`config.mk`:
```
export PLATFORM = sky130hd
export DESIGN_NAME = bit_test_unit
export DESIGN_NICKNAME = d
export VERILOG_FILES = /design/src/rtl/bt_pkg.sv /design/src/rtl/bt_bitsel.sv /design/src/rtl/bt_logic.sv /design/src/rtl/bt_branch.sv /design/src/rtl/bit_test_unit.sv
export SDC_FILE = /design/constraint.sdc
export NUM_CORES = 1
export LEC_CHECK = 0
export ABC_AREA = 1
export BUFFER_PORTS_ARGS = -buffer_cell sky130_fd_sc_hd__buf_2
export CORE_MARGIN = 4
export CORE_UTILIZATION = 51
export DETAILED_ROUTE_END_ITERATION = 6
export MAX_ROUTING_LAYER = met4
export PLACE_DENSITY = 0.81
export SKIP_LAST_GASP = 1
export SYNTH_ARGS = -nofsm -noshare
export SYNTH_HDL_FRONTEND = slang
export SYNTH_HIERARCHICAL = 1
export SYNTH_SLANG_ARGS = --single-unit
export TNS_END_PERCENT = 20
```
`constraint.sdc`:
```
create_clock -name clk -period 0.8 [get_ports clk]
set_clock_uncertainty 0.1 [all_clocks]
set_input_delay 0.12 -clock clk [delete_from_list [all_inputs] [get_ports clk]]
set_output_delay 0.12 -clock clk [all_outputs]
set_load 0.02 [all_outputs]
```
`src/rtl/bt_pkg.sv`:
```
package bt_pkg;
  typedef enum logic [2:0] {
    K_TEST_ACC = 3'd0,
    K_TEST_IMM = 3'd1,
    K_TSET     = 3'd2,
    K_TRST     = 3'd3,
    K_BIT_MOD  = 3'd4,
    K_BIT_BR   = 3'd5
  } bt_kind_e;

  localparam int unsigned OPC_W       = 8;
  localparam int unsigned OPC_IDX_LSB = 4;
  localparam int unsigned OPC_POL_BIT = 7;
endpackage

```
`src/rtl/bt_bitsel.sv`:
```
module bt_bitsel #(
  parameter int unsigned DATA_W = 8,
  localparam int unsigned IDX_W = $clog2(DATA_W)
) (
  input  logic [IDX_W-1:0]  bit_idx,
  output logic [DATA_W-1:0] bit_mask
);
  for (genvar gi = 0; gi < DATA_W; gi++) begin : g_dec
    assign bit_mask[gi] = (bit_idx == IDX_W'(gi));
  end
endmodule

```
`src/rtl/bt_logic.sv`:
```
module bt_logic
  import bt_pkg::*;
#(
  parameter int unsigned DATA_W = 8
) (
  input  bt_kind_e          kind,
  input  logic              pol,
  input  logic [DATA_W-1:0] bit_mask,
  input  logic [DATA_W-1:0] acc,
  input  logic [DATA_W-1:0] imm,
  input  logic [DATA_W-1:0] mem,
  output logic              wr,
  output logic [DATA_W-1:0] wdata,
  output logic              flag_we,
  output logic              n_v,
  output logic              v_v,
  output logic              z_v
);
  logic [DATA_W-1:0] and_src;

  always_comb begin
    wr      = 1'b0;
    wdata   = mem;
    flag_we = 1'b0;
    n_v     = mem[DATA_W-1];
    v_v     = mem[DATA_W-2];
    and_src = acc;
    z_v     = 1'b0;
    unique case (kind)
      K_TEST_ACC, K_TEST_IMM: begin
        and_src = (kind == K_TEST_IMM) ? imm : acc;
        flag_we = 1'b1;
        z_v     = ((and_src & mem) == '0);
      end
      K_TSET, K_TRST: begin
        wr      = 1'b1;
        wdata   = (kind == K_TSET) ? (acc | mem) : (mem & ~acc);
        flag_we = 1'b1;
        n_v     = wdata[DATA_W-1];
        v_v     = wdata[DATA_W-2];
        z_v     = (wdata == '0);
      end
      K_BIT_MOD: begin
        wr    = 1'b1;
        wdata = pol ? (mem | bit_mask) : (mem & ~bit_mask);
      end
      default: ;
    endcase
  end
endmodule

```
`src/rtl/bt_branch.sv`:
```
module bt_branch #(
  parameter int unsigned DATA_W = 8,
  parameter int unsigned ADDR_W = 16
) (
  input  logic              is_br,
  input  logic              pol,
  input  logic [DATA_W-1:0] bit_mask,
  input  logic [DATA_W-1:0] mem,
  input  logic [7:0]        disp,
  input  logic [ADDR_W-1:0] pc_next,
  output logic              taken,
  output logic [ADDR_W-1:0] target
);
  logic bit_set;
  logic [ADDR_W-1:0] disp_ext;

  assign bit_set  = |(mem & bit_mask);
  assign taken    = is_br && (bit_set == pol);
  assign disp_ext = {{(ADDR_W-8){disp[7]}}, disp};
  assign target   = pc_next + disp_ext;
endmodule

```
`src/rtl/bit_test_unit.sv`:
```
module bit_test_unit
  import bt_pkg::*;
#(
  parameter int unsigned DATA_W = 8,
  parameter int unsigned ADDR_W = 16,
  localparam int unsigned IDX_W = $clog2(DATA_W)
) (
  input  logic              clk,
  input  logic              rst_n,
  input  logic              op_valid,
  input  logic [2:0]        op_kind,
  input  logic [7:0]        opcode,
  input  logic [DATA_W-1:0] acc,
  input  logic [DATA_W-1:0] imm,
  input  logic [DATA_W-1:0] mem_rd,
  input  logic [7:0]        disp,
  input  logic [ADDR_W-1:0] pc_next,
  output logic              done,
  output logic              wr_stb,
  output logic [DATA_W-1:0] wr_data,
  output logic              n_we,
  output logic              n_val,
  output logic              v_we,
  output logic              v_val,
  output logic              z_we,
  output logic              z_val,
  output logic              br_taken,
  output logic [ADDR_W-1:0] br_target
);
  bt_kind_e          kind;
  logic              pol;
  logic [IDX_W-1:0]  bit_idx;
  logic [DATA_W-1:0] bit_mask;
  logic              c_wr, c_fwe, c_n, c_v, c_z, c_taken;
  logic [DATA_W-1:0] c_wdata;
  logic [ADDR_W-1:0] c_target;

  logic              done_d, wr_d, fwe_d, taken_d;

  assign kind    = bt_kind_e'(op_kind);
  assign pol     = opcode[OPC_POL_BIT];
  assign bit_idx = opcode[OPC_IDX_LSB +: IDX_W];

  bt_bitsel #(.DATA_W(DATA_W)) i_bitsel (
    .bit_idx (bit_idx),
    .bit_mask(bit_mask)
  );

  bt_logic #(.DATA_W(DATA_W)) i_logic (
    .kind    (kind),
    .pol     (pol),
    .bit_mask(bit_mask),
    .acc     (acc),
    .imm     (imm),
    .mem     (mem_rd),
    .wr      (c_wr),
    .wdata   (c_wdata),
    .flag_we (c_fwe),
    .n_v     (c_n),
    .v_v     (c_v),
    .z_v     (c_z)
  );

  bt_branch #(.DATA_W(DATA_W), .ADDR_W(ADDR_W)) i_branch (
    .is_br   (kind == K_BIT_BR),
    .pol     (pol),
    .bit_mask(bit_mask),
    .mem     (mem_rd),
    .disp    (disp),
    .pc_next (pc_next),
    .taken   (c_taken),
    .target  (c_target)
  );

  // next-state for the one-cycle control outputs
  always_comb begin
    done_d  = op_valid;
    wr_d    = op_valid && c_wr;
    fwe_d   = op_valid && c_fwe;
    taken_d = op_valid && c_taken;
  end

  always_ff @(posedge clk or negedge rst_n) begin
    if (!rst_n) begin
      done     <= 1'b0;
      wr_stb   <= 1'b0;
      n_we     <= 1'b0;
      v_we     <= 1'b0;
      z_we     <= 1'b0;
      br_taken <= 1'b0;
    end else begin
      done     <= done_d;
      wr_stb   <= wr_d;
      n_we     <= fwe_d;
      v_we     <= fwe_d;
      z_we     <= fwe_d;
      br_taken <= taken_d;
    end
  end

  // data outputs load only when a request is accepted
  always_ff @(posedge clk or negedge rst_n) begin
    if (!rst_n) begin
      wr_data   <= '0;
      n_val     <= 1'b0;
      v_val     <= 1'b0;
      z_val     <= 1'b0;
      br_target <= '0;
    end else if (op_valid) begin
      wr_data   <= c_wdata;
      n_val     <= c_n;
      v_val     <= c_v;
      z_val     <= c_z;
      br_target <= c_target;
    end
  end

  // strobe only after a writing kind
  p_strobe_src_r4: assert property (@(posedge clk) disable iff (!rst_n)
    wr_stb |-> $past(op_valid) && ($past(op_kind) inside {3'd2, 3'd3, 3'd4}));

  // branch only after a branch kind, and never with a strobe
  p_branch_src_r8: assert property (@(posedge clk) disable iff (!rst_n)
    br_taken |-> $past(op_valid) && ($past(op_kind) == 3'd5) && !wr_stb && !n_we);

  // no activity in a cycle that follows an idle request cycle
  p_idle_quiet_r10: assert property (@(posedge clk) disable iff (!rst_n)
    !done |-> !wr_stb && !n_we && !v_we && !z_we && !br_taken);

  // a single-bit modification changes at most one bit of the operand
  p_one_bit_r7: assert property (@(posedge clk) disable iff (!rst_n)
    (done && $past(op_kind) == 3'd4) |-> ($countones(wr_data ^ $past(mem_rd)) <= 1));

  // test-and-set never clears an operand bit
  p_tset_superset_r4: assert property (@(posedge clk) disable iff (!rst_n)
    (done && $past(op_kind) == 3'd2) |-> ((wr_data & $past(mem_rd)) == $past(mem_rd)));

  // zero result after a modify test means Z is reported set
  p_zero_flag_r6: assert property (@(posedge clk) disable iff (!rst_n)
    (wr_stb && n_we && wr_data == '0) |-> z_val);
endmodule

```
==> reports/metrics.yaml <==
run_status:
  outcome: "finished with violations"
  violations: "negative setup slack"
sta:
  setup_viol: 61
  worst_pin_slew_ps: 468
  worst_hold_slack_ps: 50.1
  relSlewSlack_pct: 68.7
  min_period_over_period_pct: 167
  rsz0062_at_grt: "true"
  tns_ps: -17330
  fin_crit_ps: 1340
  timing.fmax_ghz: 0.748
  hold_violations: 0
  slew_viol_final: 0
  layout_setup_ws_ps: -536
clock_network:
  cts.sink_count: 31
  cts.clk_slew.worst_paths_ps: 70
  h-tree-depth: 2
  numCtsBuffers: 5
  worst_skew_pair.late_latency_ps: 280
  cts_max_path_buffers: 2
  cts_tree: "built"
  clock-root-buffer: "clkbuf_8"
hold_path:
  holdPathStages: 4
  min_to: "br_target[0]"
  holdCritPathClass: "input port to flip-flop"
  hold_start: "pc_next[0]"
power:
  seqPwrFrac_pct: 32.5
  combPwrFrac_pct: 46.7
  leakage_nw: 2.43
  ir_drop_uv: 1240
  pwr_density_cell_nw_per_um2: 1380
  p_clk_share_pct: 20.8
  internal_power_mw: 3.61
  p_switching_mw: 2.32
  swShare_pct: 39.1
routing:
  vias: 3541
  vias_per_cell: 5.28
  wl_um: 9800
  avgRoutedWirePerCell_um: 14.6
  final_antenna_net_count: 0
  drt-initial-drc-count: 220
  remaining_drc_errors: 0
  first_pass_iters: 5
die:
  rows: 26
  die_y_um: 82.5
  core_um2: 5240
  ios: 95
  start_util_pct: 54.1
  die_w_um: 82.5
  dieArea_um2: 6810
critical_path:
  ff2ff_setup_slack_ps: 10
  rr_worst_depth: 2
  end_kind: "flip-flop"
  cp.arrival_ps: 1410
  cp-start-kind: "input port"
  timing_worst_setup_path_type: "input port to flip-flop"
  r2r-end: "br_target[1]"
  crit_path_max_fanout: 9
  crit_required_ps: 870
  r2r-start: "br_target[1]"
synth:
  postSynthCellCount: 462
  ys_seq_area_share_pct: 27.4
  synth-seq-cells: 31
  ys_top_cells_by_area: "nand2_1 28%, dfrtp_1 27%, inv_1 8.3%"
  avgSynthCellArea_um2: 6.13
  synth_top_area_share_pct: 28.3
  synth_fp_nets: 540
  netlist_area_um2: 2830
  yosysWarnings: 6
  yosys.area.top_type: "nand2_1"
  synth_cell_types: 29
placement:
  dp.final_hpwl_um: 6280
  gp_congestion: 0.915
  portBuffers: 90
  preCtsSetupSlack_ps: -844
global_routing:
  grt_pass1_vias: 3212
  grt.total_usage_pct: 27.2
  grt-ovfl-total: 0
  antenna_found_initial: 0
  grt_pass1_wl_um: 13900
  grt_max_degree: 32
finish:
  fin_nets: 679
  fillers: 356
  num_antenna_cells: 0
  layout-area-overhead-vs-synth_pct: 51.9
  drive_above_1_share_pct: 39.8
run:
  maxCapViolCount: 0
## worst max-delay path by stage
stage,slack [ps],startpoint,cells past startpoint,end
3_5_place_dp,-840,disp[0],12,br_target[12]
2_1_floorplan,-610,disp[0],10,br_target[8]
3_3_place_gp,-800,disp[0],13,br_target[14]
6_report,-540,disp[7],9,br_target[12]
4_1_cts,-500,disp[0],13,br_target[10]
5_1_grt,-640,pc_next[0],13,br_target[10]
## layout make-up
cell class,instances,area (µm²),area share (%)
clock inverters,1,5.00,0.116
well taps,70,87.6,2.03
flip-flops and latches,31,776,18.0
clock buffers,6,82.6,1.92
multi-input cells,352,2140,49.7
inverters,71,274,6.37
repair buffers,140,938,21.8
## registers in the layout (all words and copies together) (netlist names)
signal     count
n_val          1
br_taken       1
z_val          1
z_we           1
v_val          1
br_target     16
wr_stb         1
wr_data        8
done           1
## placed cells by master (no fill, tap or decap), types with 3 or more instances in the layout
cell type  netlist  final
a21oi_1          6      4
a21oi_2          2      3
buf_12           0      4
buf_2            4     81
buf_4            4     45
buf_6            1      7
clkbuf_8         0      6
dfrtp_1         31     31
ha_4             0     15
inv_1           63     57
inv_2            8     12
nand2_1        214    191
nand2_2          8     27
nand2_4          1      5
nand3_1         19     16
nand3_4          1      3
nand3b_1         6      6
nor2_1          32     23
nor2_2           1      3
nor2_4           0      7
nor3_2           3      3
o211ai_1         9      9
o21ai_0         12     10
o221ai_1         5      3
xor2_1           6      4
## power groups by stage
stage                     Clock [mW]  Sequential (mW)  Combinational, mW
final                           1.23             1.93               2.77
after floorplan                    0             2.18               1.06
after global routing            1.33             1.94               3.00
after global placement             0             1.92               2.17
after detailed placement           0             1.93               2.23
after CTS                       1.24             1.91               2.49
## critical path, stage by stage
cell and delay, ps:
buf_12 130, ha_4 300, nand2_1 130, nor2_1 300, nand2_2 120, nand4_1 120
nand2_1 60, nand2_1 60, nand2_1 60
## cells by family (layout without fill, tap and decap cells)
kind of cell             count (synthesis)  after routing  synth area share, %
buffers and inverters                   80            218                 11.6
flip-flops                              31             31                 27.4
AND/OR/NAND/NOR                        292            293                 43.2
AO/OA/AOI/OAI                           35             35                 8.04
adder cells (fa/ha/maj)                 16             16                 7.33
XOR/XNOR                                 8              8                 2.47
## synth_stat cells
master    count
nand3_4       1
nand3b_1      6
or2_2         2
xnor2_1       2
o21ai_2       1
nand3_1      19
buf_4         4
and2_4        1
dfrtp_1      31
nand4_1       2
o221ai_1      5
nor2_2        1
a21oi_1       6
nor3_2        3
ha_1         15
a21oi_2       2
nand2_4       1
buf_6         1
inv_2         8
xor2_1        6
nor2_1       32
o21ai_0      12
nand2_2       8
or2_1         2
nand2_1     214
o211ai_1      9
fa_1          1
buf_2         4
inv_1        63
## routing by layer
layer  vias to the layer above  GRT usage [%]  part of all wire, %
li1                       1701              -                    -
met1                      1622           31.6                   40
met2                       183           47.2                   50
met3                        35           5.64                  7.1
met4                         0           8.17                  3.0
met5                         -              -                    0
## repair_timing
item / 4_1_cts / 5_1_grt
cloned: 0 / 2
resized for setup: 52 / 51
setup endpoints to repair: 61 / 61
setup buffers: 1 / 5
endpoints found under the hold margin: 31 / 0
pin swaps: 24 / 27
hold buffers: 1 / 0
## stage by stage
step,power [mW],std cells,util (%),cell area (µm²)
after floorplan,3.24,462,-,2850
after global placement,4.09,655,70.0,3670
after detailed placement,4.15,655,70.0,3670
after CTS,5.64,664,77.9,4080
after global routing,6.28,671,82.2,4300
final,5.93,671,82.2,4300
Power figures use the tool's default switching activity.
